## src/rtl/adc_seq_pkg.sv

```systemverilog
package adc_seq_pkg;

    localparam int CNT_W       = 10;
    localparam int TRACK_TICKS = 15;

    typedef struct packed {
        logic       useq;
        logic       free;
        logic       fwup;
        logic       sleep;
        logic       trgen;
        logic [2:0] tsel;
        logic [7:0] presc;
        logic [3:0] sut;
        logic [1:0] xfer;
    } mode_t;

    typedef enum logic [2:0] {
        ST_IDLE, ST_STUP, ST_XFER, ST_TRACK, ST_CONV
    } seq_st_t;

    function automatic mode_t decode_mode(input logic [31:0] w);
        mode_t m;
        m.useq  = w[31];
        m.xfer  = w[29:28];
        m.sut   = w[19:16];
        m.presc = w[15:8];
        m.free  = w[7];
        m.fwup  = w[6];
        m.sleep = w[5];
        m.tsel  = w[3:1];
        m.trgen = w[0];
        return m;
    endfunction

    function automatic logic [CNT_W-1:0] startup_ticks(input logic [3:0] c);
        logic [CNT_W-1:0] t;
        if (c[3])      t = CNT_W'(512) + (CNT_W'(c[2:0]) << 6);
        else if (c[2]) t = CNT_W'(64) + (CNT_W'(c[1:0]) << 4);
        else           t = CNT_W'(c[1:0]) << 3;
        return t;
    endfunction

    function automatic logic [CNT_W-1:0] xfer_ticks(input logic [1:0] c);
        return (c == 2'd2) ? CNT_W'(8) : CNT_W'(9);
    endfunction

endpackage

```

## src/rtl/adc_mode_reg.sv

```systemverilog
module adc_mode_reg
    import adc_seq_pkg::*;
(
    input  logic        clk,
    input  logic        rst,
    input  logic        cfg_we,
    input  logic [31:0] cfg_wdata,
    input  logic        wprot_en,
    output logic [31:0] cfg_rdata,
    output mode_t       mode
);
    localparam logic [31:0] RESET_WORD = 32'h3080_0000;
    localparam logic [31:0] FIXED_ONE  = 32'h0080_0000;

    always_ff @(posedge clk) begin
        if (rst)
            cfg_rdata <= RESET_WORD;
        else if (cfg_we && !wprot_en)
            cfg_rdata <= cfg_wdata | FIXED_ONE;
    end

    assign mode = decode_mode(cfg_rdata);

    p_wp_hold_r2: assert property (@(posedge clk) disable iff (rst)
        (cfg_we && wprot_en) |=> $stable(cfg_rdata));

endmodule

```

## src/rtl/adc_trig_sync.sv

```systemverilog
module adc_trig_sync #(
    parameter int NTRIG = 7,
    parameter int SYNC  = 2
) (
    input  logic             clk,
    input  logic             rst,
    input  logic [NTRIG-1:0] hw_trig,
    input  logic             trgen,
    input  logic [2:0]       tsel,
    output logic             trig_pulse
);
    logic [NTRIG-1:0] edg;

    for (genvar g = 0; g < NTRIG; g++) begin : g_line
        logic [SYNC-1:0] sr;
        logic            dly;
        always_ff @(posedge clk) begin
            if (rst) begin
                sr  <= '0;
                dly <= 1'b0;
            end else begin
                sr  <= {sr[SYNC-2:0], hw_trig[g]};
                dly <= sr[SYNC-1];
            end
        end
        assign edg[g] = sr[SYNC-1] & ~dly;
    end

    always_comb begin
        trig_pulse = 1'b0;
        for (int i = 0; i < NTRIG; i++)
            if (trgen && tsel == 3'(i) && edg[i]) trig_pulse = 1'b1;
    end

endmodule

```

## src/rtl/adc_tick_gen.sv

```systemverilog
module adc_tick_gen (
    input  logic       clk,
    input  logic       rst,
    input  logic       run,
    input  logic [7:0] presc,
    output logic       tick
);
    logic [7:0] cnt;

    assign tick = run && (presc != 8'd0) && (cnt == presc);

    always_ff @(posedge clk) begin
        if (rst || !run || tick) cnt <= 8'd0;
        else                     cnt <= cnt + 8'd1;
    end

endmodule

```

## src/rtl/adc_seq_fsm.sv

```systemverilog
module adc_seq_fsm
    import adc_seq_pkg::*;
#(
    parameter int NCH        = 8,
    parameter int CH_W       = 3,
    parameter int CONV_TICKS = 4
) (
    input  logic              clk,
    input  logic              rst,
    input  logic              start_req,
    input  logic              presc_nz,
    input  logic              tick,
    input  logic              useq,
    input  logic              fwup,
    input  logic              sleep,
    input  logic [3:0]        sut,
    input  logic [1:0]        xfer,
    input  logic [NCH-1:0]    chan_en,
    input  logic [NCH*CH_W-1:0] seq_map,
    output logic              afe_pwr,
    output logic              ref_pwr,
    output logic [CH_W-1:0]   chan_sel,
    output logic              track_en,
    output logic              conv_start,
    output logic              conv_done,
    output logic              busy
);
    seq_st_t          st;
    logic [CNT_W-1:0] rem;
    logic [CH_W-1:0]  idx, first_idx, next_idx, cur_chan;
    logic             has_first, has_next, last, start_ok;

    always_comb begin
        has_first = 1'b0;
        first_idx = '0;
        has_next  = 1'b0;
        next_idx  = '0;
        for (int i = NCH - 1; i >= 0; i--) begin
            if (chan_en[i]) begin
                has_first = 1'b1;
                first_idx = CH_W'(i);
                if (i > int'(idx)) begin
                    has_next = 1'b1;
                    next_idx = CH_W'(i);
                end
            end
        end
        cur_chan = useq ? seq_map[int'(idx)*CH_W +: CH_W] : idx;
    end

    assign last     = tick && (rem == CNT_W'(1));
    assign start_ok = start_req && presc_nz && has_first;
    assign track_en = (st == ST_TRACK);
    assign busy     = (st != ST_IDLE);

    always_ff @(posedge clk) begin
        if (rst) begin
            st         <= ST_IDLE;
            rem        <= '0;
            idx        <= '0;
            afe_pwr    <= 1'b0;
            ref_pwr    <= 1'b0;
            chan_sel   <= '0;
            conv_start <= 1'b0;
            conv_done  <= 1'b0;
        end else begin
            conv_start <= 1'b0;
            conv_done  <= 1'b0;
            if (tick) rem <= rem - CNT_W'(1);
            case (st)
                ST_IDLE: if (start_ok) begin
                    idx     <= first_idx;
                    afe_pwr <= 1'b1;
                    ref_pwr <= 1'b1;
                    if (!afe_pwr && sut != 4'd0) begin
                        st  <= ST_STUP;
                        rem <= startup_ticks(sut);
                    end else begin
                        st  <= ST_XFER;
                        rem <= xfer_ticks(xfer);
                    end
                end
                ST_STUP: if (last) begin
                    st  <= ST_XFER;
                    rem <= xfer_ticks(xfer);
                end
                ST_XFER: if (last) begin
                    st       <= ST_TRACK;
                    rem      <= CNT_W'(TRACK_TICKS);
                    chan_sel <= cur_chan;
                end
                ST_TRACK: if (last) begin
                    st         <= ST_CONV;
                    rem        <= CNT_W'(CONV_TICKS);
                    conv_start <= 1'b1;
                end
                ST_CONV: if (last) begin
                    conv_done <= 1'b1;
                    if (has_next) begin
                        idx <= next_idx;
                        st  <= ST_XFER;
                        rem <= xfer_ticks(xfer);
                    end else begin
                        st <= ST_IDLE;
                        if (fwup) begin
                            afe_pwr <= 1'b0;
                        end else if (sleep) begin
                            afe_pwr <= 1'b0;
                            ref_pwr <= 1'b0;
                        end
                    end
                end
                default: st <= ST_IDLE;
            endcase
        end
    end

    p_soc_pulse_r6: assert property (@(posedge clk) disable iff (rst)
        conv_start |=> !conv_start);
    p_track_end_r6: assert property (@(posedge clk) disable iff (rst)
        $fell(track_en) |-> conv_start);
    p_pwr_track_r11: assert property (@(posedge clk) disable iff (rst)
        track_en |-> (afe_pwr && ref_pwr));
    p_start_gate_r3: assert property (@(posedge clk) disable iff (rst)
        $rose(busy) |-> $past(presc_nz));

endmodule

```

## src/rtl/adc_seq_ctrl.sv

```systemverilog
module adc_seq_ctrl
    import adc_seq_pkg::*;
#(
    parameter int NCH        = 8,
    parameter int NTRIG      = 7,
    parameter int SYNC       = 2,
    parameter int CONV_TICKS = 4,
    localparam int CH_W      = $clog2(NCH)
) (
    input  logic                clk,
    input  logic                rst,
    input  logic                cfg_we,
    input  logic [31:0]         cfg_wdata,
    input  logic                wprot_en,
    output logic [31:0]         cfg_rdata,
    input  logic [NCH-1:0]      chan_en,
    input  logic [NCH*CH_W-1:0] seq_map,
    input  logic                sw_start,
    input  logic [NTRIG-1:0]    hw_trig,
    output logic                afe_pwr,
    output logic                ref_pwr,
    output logic [CH_W-1:0]     chan_sel,
    output logic                track_en,
    output logic                conv_start,
    output logic                conv_done,
    output logic                busy
);
    mode_t mode;
    logic  trig_pulse, tick, start_req;

    adc_mode_reg u_mode (
        .clk(clk), .rst(rst), .cfg_we(cfg_we), .cfg_wdata(cfg_wdata),
        .wprot_en(wprot_en), .cfg_rdata(cfg_rdata), .mode(mode)
    );

    adc_trig_sync #(.NTRIG(NTRIG), .SYNC(SYNC)) u_trig (
        .clk(clk), .rst(rst), .hw_trig(hw_trig), .trgen(mode.trgen),
        .tsel(mode.tsel), .trig_pulse(trig_pulse)
    );

    adc_tick_gen u_tick (
        .clk(clk), .rst(rst), .run(busy), .presc(mode.presc), .tick(tick)
    );

    assign start_req = sw_start | trig_pulse | mode.free;

    adc_seq_fsm #(.NCH(NCH), .CH_W(CH_W), .CONV_TICKS(CONV_TICKS)) u_fsm (
        .clk(clk), .rst(rst), .start_req(start_req),
        .presc_nz(mode.presc != 8'd0), .tick(tick), .useq(mode.useq),
        .fwup(mode.fwup), .sleep(mode.sleep), .sut(mode.sut), .xfer(mode.xfer),
        .chan_en(chan_en), .seq_map(seq_map), .afe_pwr(afe_pwr),
        .ref_pwr(ref_pwr), .chan_sel(chan_sel), .track_en(track_en),
        .conv_start(conv_start), .conv_done(conv_done), .busy(busy)
    );

endmodule

```

## config.mk

```make
export PLATFORM = sky130hd
export DESIGN_NAME = adc_seq_ctrl
export DESIGN_NICKNAME = d
export VERILOG_FILES = /design/src/rtl/adc_seq_pkg.sv /design/src/rtl/adc_mode_reg.sv /design/src/rtl/adc_trig_sync.sv /design/src/rtl/adc_tick_gen.sv /design/src/rtl/adc_seq_fsm.sv /design/src/rtl/adc_seq_ctrl.sv
export SDC_FILE = /design/constraint.sdc
export NUM_CORES = 1
export LEC_CHECK = 0
export BUFFER_PORTS_ARGS = -buffer_cell sky130_fd_sc_hd__buf_2
export CAP_MARGIN = 30
export CORE_AREA = 2 2 141 88
export DETAILED_ROUTE_END_ITERATION = 8
export DIE_AREA = 0 0 143 90
export HOLD_SLACK_MARGIN = 0.15
export REMOVE_ABC_BUFFERS = 1
export SETUP_SLACK_MARGIN = 0.2
export SLEW_MARGIN = 10
export SYNTH_ARGS = -nofsm -noshare
export SYNTH_HDL_FRONTEND = slang
export SYNTH_HIERARCHICAL = 1
export SYNTH_SLANG_ARGS = --single-unit
```

## constraint.sdc

```tcl
create_clock -name clk -period 2.9 [get_ports clk]
set_input_delay 0.145 -clock clk [delete_from_list [all_inputs] [get_ports clk]]
set_output_delay 0.145 -clock clk [all_outputs]
set_load 0.01 [all_outputs]
```

# After elaboration in Yosys (flattened, before gate mapping)
# Cells that the tools add are included.
[op_classes]
addsub = 4
mul = 1
n_lt_le_gt_ge = 7
n_eq_ne = 23
shifts = 1
mux = 87
n_bitwise = 18
reduce_logical = 39
[ops]
columns = ["op", "n"]
rows = [
  ["2-to-1 mux 10 bit", 10],
  ["2-to-1 mux 3 bit", 31],
  ["case mux 10 bit (5 select lines)", 1],
  ["2-to-1 mux 1 bit", 39],
  ["variable part select 24 x 32 -> 3 bit", 1],
  ["logical AND 1 bit", 21],
  ["case mux 3 bit (5 select lines)", 1],
  ["== test 3 x 2 -> 1 bit, second input constant", 4],
  ["== test 3 bit, second input constant", 4],
  ["greater-than comparator 3 bit, first input constant", 4],
  ["!= test 2 x 1 -> 1 bit, second input constant", 6],
  ["adder 10 x 9 -> 10 bit, first input constant", 1],
  ["== test 10 x 1 -> 1 bit, second input constant", 1],
  ["AND reduction 5 bit", 2],
  ["subtractor 10 x 1 -> 10 bit, second input constant", 1],
  ["inverter 1 bit", 9],
  ["adder 7 x 6 -> 8 bit, first input constant", 1],
  ["adder 8 x 1 -> 8 bit, second input constant", 1],
  ["== test 8 bit", 1],
  ["nonzero test 8 bit", 1],
  ["AND 1 bit", 7],
  ["== test 3 x 1 -> 1 bit, second input constant", 2],
  ["greater-than comparator 2 x 3 -> 1 bit, first input constant", 2],
  ["zero test 3 bit", 2],
  ["other kinds (18)", 27],
]
[totals]
ff_bits = 83
input_bits = 76
output_inout_bits = 41
word_cells = 204

# Depth between registers and ports, before layout
[logic_depth]
word_depth = 18
mapped_depth = 10
mapped_depth_nobuf = 9

# Modules after synthesis
# Netlist, hierarchy kept.
[modules_own_cells]
columns = ["module", "n_inst", "cells_each", "area_per_inst_um2", "seq_area_each_um2"]
rows = [
  ["adc_seq_fsm", 1, 232, 1839.3, 460.4],
  ["adc_mode_reg", 1, 164, 1595.3, 620.6],
  ["adc_trig_sync", 1, 57, 663.1, 420.4],
  ["adc_tick_gen", 1, 47, 441.7, 160.2],
  ["adc_seq_ctrl", 1, 4, 22.5, 0.0],
]

# Worst setup path before layout
# No wires, ideal clock.
[synth_path]
path_type = "register to register"
start = "reg u_fsm.st[2]"
end = "reg u_fsm.chan_sel[1]"
setup_time_ps = 70
arrival_ps = 2852
required_time_ps = 2830
slack_ps = -23
stages_incl_launch_ff = 11
n_path_buf = 2
synth_period_minus_slack_ps = 2923
path_cell_list = "dfxtp_1 -> or3_1 -> clkbuf_1 -> o211ai_2 -> nor3_1 -> nor4b_4 -> and3_1 -> buf_2 -> nand4_2 -> or3_1 -> a21oi_1"
[synth_between]
elab_chain_len = 5
word_cells_on_any_way = 6
cone_classes = "eq/ne: 1; reduce/logical: 5"
[synth_rtl]
columns = ["item", "line_no", "text"]
rows = [
  ["from (decl)", "adc_seq_fsm.sv:28", "seq_st_t st;"],
  ["from (signal assigned)", "adc_seq_fsm.sv:58", "st <= ST_IDLE;"],
  ["from (signal assigned)", "adc_seq_fsm.sv:76", "st <= ST_STUP;"],
  ["from (signal assigned)", "adc_seq_fsm.sv:79", "st <= ST_XFER;"],
  ["nonzero test 3 bit", "adc_seq_fsm.sv:54", "assign busy = (st != ST_IDLE);"],
  ["via busy", "adc_seq_ctrl.sv:26", "output logic busy"],
  ["logical AND 1 bit (2 in a row)", "adc_tick_gen.sv:10", "assign tick = run && (presc != 8'd0) && (cnt == presc);"],
  ["via tick", "adc_seq_ctrl.sv:29", "logic trig_pulse, tick, start_req;"],
  ["logical AND 1 bit", "adc_seq_fsm.sv:51", "assign last = tick && (rem == CNT_W'(1));"],
  ["AND reduction 2 bit (no source line)", "-", ""],
  ["to (signal assigned)", "adc_seq_fsm.sv:90", "chan_sel <= cur_chan;"],
  ["to (decl)", "adc_seq_fsm.sv:22", "output logic [CH_W-1:0] chan_sel,"],
]
# The timed path passes the listed nets, and every way through them passes these cells.
# A chain may end at the register's enable or synchronous reset.

# Worst setup path in the final report
[layout_path]
start = "reg u_tick.cnt[2]"
end = "reg u_fsm.chan_sel[1]"
[layout_between]
elab_chain_len = 4
[layout_rtl]
columns = ["item", "line_no", "text"]
rows = [
  ["from (decl)", "adc_tick_gen.sv:8", "logic [7:0] cnt;"],
  ["from (signal assigned)", "adc_tick_gen.sv:14", "else cnt <= cnt + 8'd1;"],
  ["== test 8 bit", "adc_tick_gen.sv:10", ""],
  ["logical AND 1 bit", "adc_tick_gen.sv:10", ""],
  ["via tick", "adc_seq_ctrl.sv:29", ""],
  ["logical AND 1 bit", "adc_seq_fsm.sv:51", ""],
  ["AND reduction 2 bit (no source line)", "-", ""],
]
# The timed path passes the listed nets, and every way through them passes these cells.

==> impl_metrics.csv <==
group,metric,value,unit
power,power_frac_seq,42.7,%
cells_and_area,final_util,50.1,%
yosys,synth_area,4560,um2
route,vias_per_cell,5.19,
floorplan,num_rows,31,
yosys,avgSynthCellArea,9.05,um2
cells_and_area,area_delta_synth_final,28.3,%
sta,hold_violations,0,
worst_setup_path,crit_arrival,2.85,ns
yosys,synth_cells,504,
cells_and_area,seqCellArea,1670,um2
yosys,synth_seq_cells,83,
route,drtIter0Drc,230,
worst_setup_path,slowest_stage,"dfxtp_1",
route,vias,4176,
placement,gp_congestion,0.903,
floorplan,io_pins,117,
yosys,yosys_warnings,6,
placement,dp.cells,749,
cells_and_area,fillers,1086,
worst_setup_path,cp-end-kind,"flop",
worst_setup_path,worstPathRequired,3.17,ns
route,wl,12000,um
sta,tightest_slew,0.784,ns
power,switching_power,875,uW
sta,slew_headroom,47.6,%
yosys,synth_area_leaders,"dfxtp_1 36%, nand4bb_1 7.2%, nand2b_1 4.7%",
flow_run,cap_violations,0,
global_route,grt_max_degree,35,
cells_and_area,num_antenna_cells,0,
sta,rsz0062_at_grt,"yes",
floorplan,core_area,11700,um2
sta,worst_slack,0.316,ns
placement,dp_hpwl,8560,um
placement,placed_cell_area,5150,um2
yosys,synthArstFlopShare,0,%
sta,fin_crit_sh,89.1,%
yosys,ys_types,71,
power,comb_power_share,20.3,%
route,ant_nets,0,
cts,cts.sinks,83,
sta,setup_tns,0,ns
global_route,antenna_found_initial,0,
placement,numPortBuffers,114,
floorplan,die_h,90,um
yosys,synth.most_common_cell,"dfxtp_1",
cells_and_area,finalInstanceArea,5850,um2
power,p_int,2.09,mW
cells_and_area,drive_above_1_share,27.8,%
power,switching_share,29.5,%
global_route,grt_pass1_vias,4049,
yosys,synth_edf_count,0,
global_route,grt_overflow_total,0,
worst_setup_path,slowest_delay,0.46,ns
cells_and_area,fin_nets,714,
cts,clk_pin_slew_worst_paths,0.07,ns
worst_setup_path,crit_chain,"xnor2_1 > nand3_1 > nor3_2 > nor4b_4 > and3_1 > nand4_2 > or3_1 > a21oi_1",
worst_setup_path,timing_worst_setup_path_type,"reg -> reg",
yosys,synth_top_area_share,36.4,%
yosys,synth_top_area_cell,"dfxtp_1",
cts,ctsRootBufferMaster,"clkbuf_16",
cts,cts_htree_levels,3,
status,status,"finished clean",
power,power_frac_clock,37.0,%
worst_setup_path,cp-start-kind,"flop",
floorplan,dieWidth,143,um
global_route,grtUsageTotal,19.1,%
worst_hold_path,min_path_type,"in -> reg",
yosys,synth-main-ff-cell,"dfxtp_1",
sta,setup_violations,0,
cts,clock_latency,0.34,ns
worst_setup_path,worstPathMaxFanout,7,
route,avgRoutedWirePerCell,14.9,um
sta,drv_slew,0,
power,peakVddDrop,0.349,mV
sta,fmax,387,MHz
floorplan,start_util,39.1,%
cells_and_area,final_cells,805,
sta,whs,0.174,ns
placement,dp_worst_setup_slack,0.157,ns
yosys,synth_common_cells,"83 x dfxtp_1, 34 x nand2b_1, 33 x nor2_1, 29 x nand4bb_1, 29 x o21ai_1",
cells_and_area,multi_input_area,2530,um2
power,p_leak,2.30,nW
sta,skew,0.0105,ns
sta,period_needed,2.58,ns
power,power_per_cell_area,507,nW/um2
cts,cts_tree,"done",
cts,cts.path.max_buffers,2,
worst_setup_path,crit_family,"simple AND/OR/NAND/NOR gates",
route,drcViolationCount,0,
route,firstDrtPassIters,4,
floorplan,fp.dieArea,12900,um2
worst_setup_path,crit_buf_inv,0,
cts,cts_buffers,9,
yosys,seq_area_frac_synth,36.4,%
power,finalPower,2.97,mW
global_route,grt_pass1_wl,20100,um
[layout make-up]
class	count	share of cell area, %
Timing Repair Buffer	174	19.1
Inverter	14	0.898
Tap cell	165	3.53
Multi-Input combinational cell	353	43.2
Sequential cell	83	28.5
Clock inverter	7	0.984
Clock buffer	9	3.85
[what timing repair did]
| action | CTS | global route |
|---|---|---|
| pin swaps | 0 | 2 |
| gates resized for setup | 1 | 6 |
| cloned | 0 | 0 |
| hold endpoints to repair | 38 | 0 |
| buffers inserted | 0 | 2 |
| setup endpoints to repair | 6 | 18 |
| hold buffers | 38 | 0 |
[placed cells by master (no fill, tap or decap), drive strengths merged, types with 4 or more instances in the layout]
master and count:
a211oi 7, a21o 5, a21oi 20, buf 136, clkbuf 9, dfxtp 83, dlygate4sd3 38, inv 18
mux2i 6, mux4 5, nand2 19, nand2b 34, nand3 15, nand4 4, nand4bb 29, nor2 33
nor2b 26, nor3 9, nor4 7, o21ai 39, o31ai 8, or3 6, xnor2 15, xor2 8
[power by group through the flow]
stage / clock network, mW / logic, mW / registers [mW]
after floorplan: 0 / 0.298 / 1.30
after global placement: 0 / 0.538 / 1.29
after detailed placement: 0 / 0.546 / 1.29
after CTS: 1.12 / 0.588 / 1.27
after global routing: 1.17 / 0.660 / 1.28
final: 1.10 / 0.604 / 1.27
[metal layers]
metal  wire length, um  global-route usage [%]  vias to the layer above  part of all wire [%]
met1              5840                    27.1                     1974                    49
li1                  -                       -                     2061                     -
met5                 0                       0                        -                     0
met2              5290                    28.7                      133                    44
met4                70                    4.29                        0                  0.58
met3               768                    5.38                        8                   6.4
[registers in the layout, summed over array words and instances, names as in the netlist]
register           count
u_fsm/conv_start       1
u_fsm/rem             10
u_trig/g_line.sr      14
u_trig/g_line.dly      7
u_fsm/idx              3
u_fsm/conv_done        1
u_fsm/afe_pwr          1
u_fsm/chan_sel         3
u_tick/cnt             8
u_fsm/st               3
u_fsm/ref_pwr          1
u_mode/cfg_rdata      31
[logic make-up after synthesis]
family,synth area share [%]
mux,4.03
other cells,0.0822
buf+inv,8.53
flops,36.4
compound gates,16.6
xor+xnor,4.42
fa+ha+maj,0.823
simple gates,29.1
[worst register-to-register path, stage by stage (launching register included)]
cell and delay (ns):
dfxtp_1 0.46, xnor2_1 0.16, nand3_1 0.18, nor3_2 0.26
nor4b_4 0.40, and3_1 0.26, nand4_2 0.22, or3_1 0.43
a21oi_1 0.14
[worst paths after layout]
kind                                                         from  slack (ns)                                end  cells after the start
worst min register to register  u_trig/g_line[4].sr[0]$_SDFF_PP0_        0.44  u_trig/g_line[4].sr[1]$_SDFF_PP0_                      1
worst max-delay path                     u_tick/cnt[2]$_SDFF_PP0_        0.32     u_fsm/chan_sel[1]$_SDFFE_PP0P_                      8
worst min-delay path                                          rst        0.17  u_trig/g_line[3].sr[1]$_SDFF_PP0_                      2
worst max register to register           u_tick/cnt[2]$_SDFF_PP0_        0.32     u_fsm/chan_sel[1]$_SDFFE_PP0P_                      8
No activity file was read; power rests on OpenSTA's default activity.
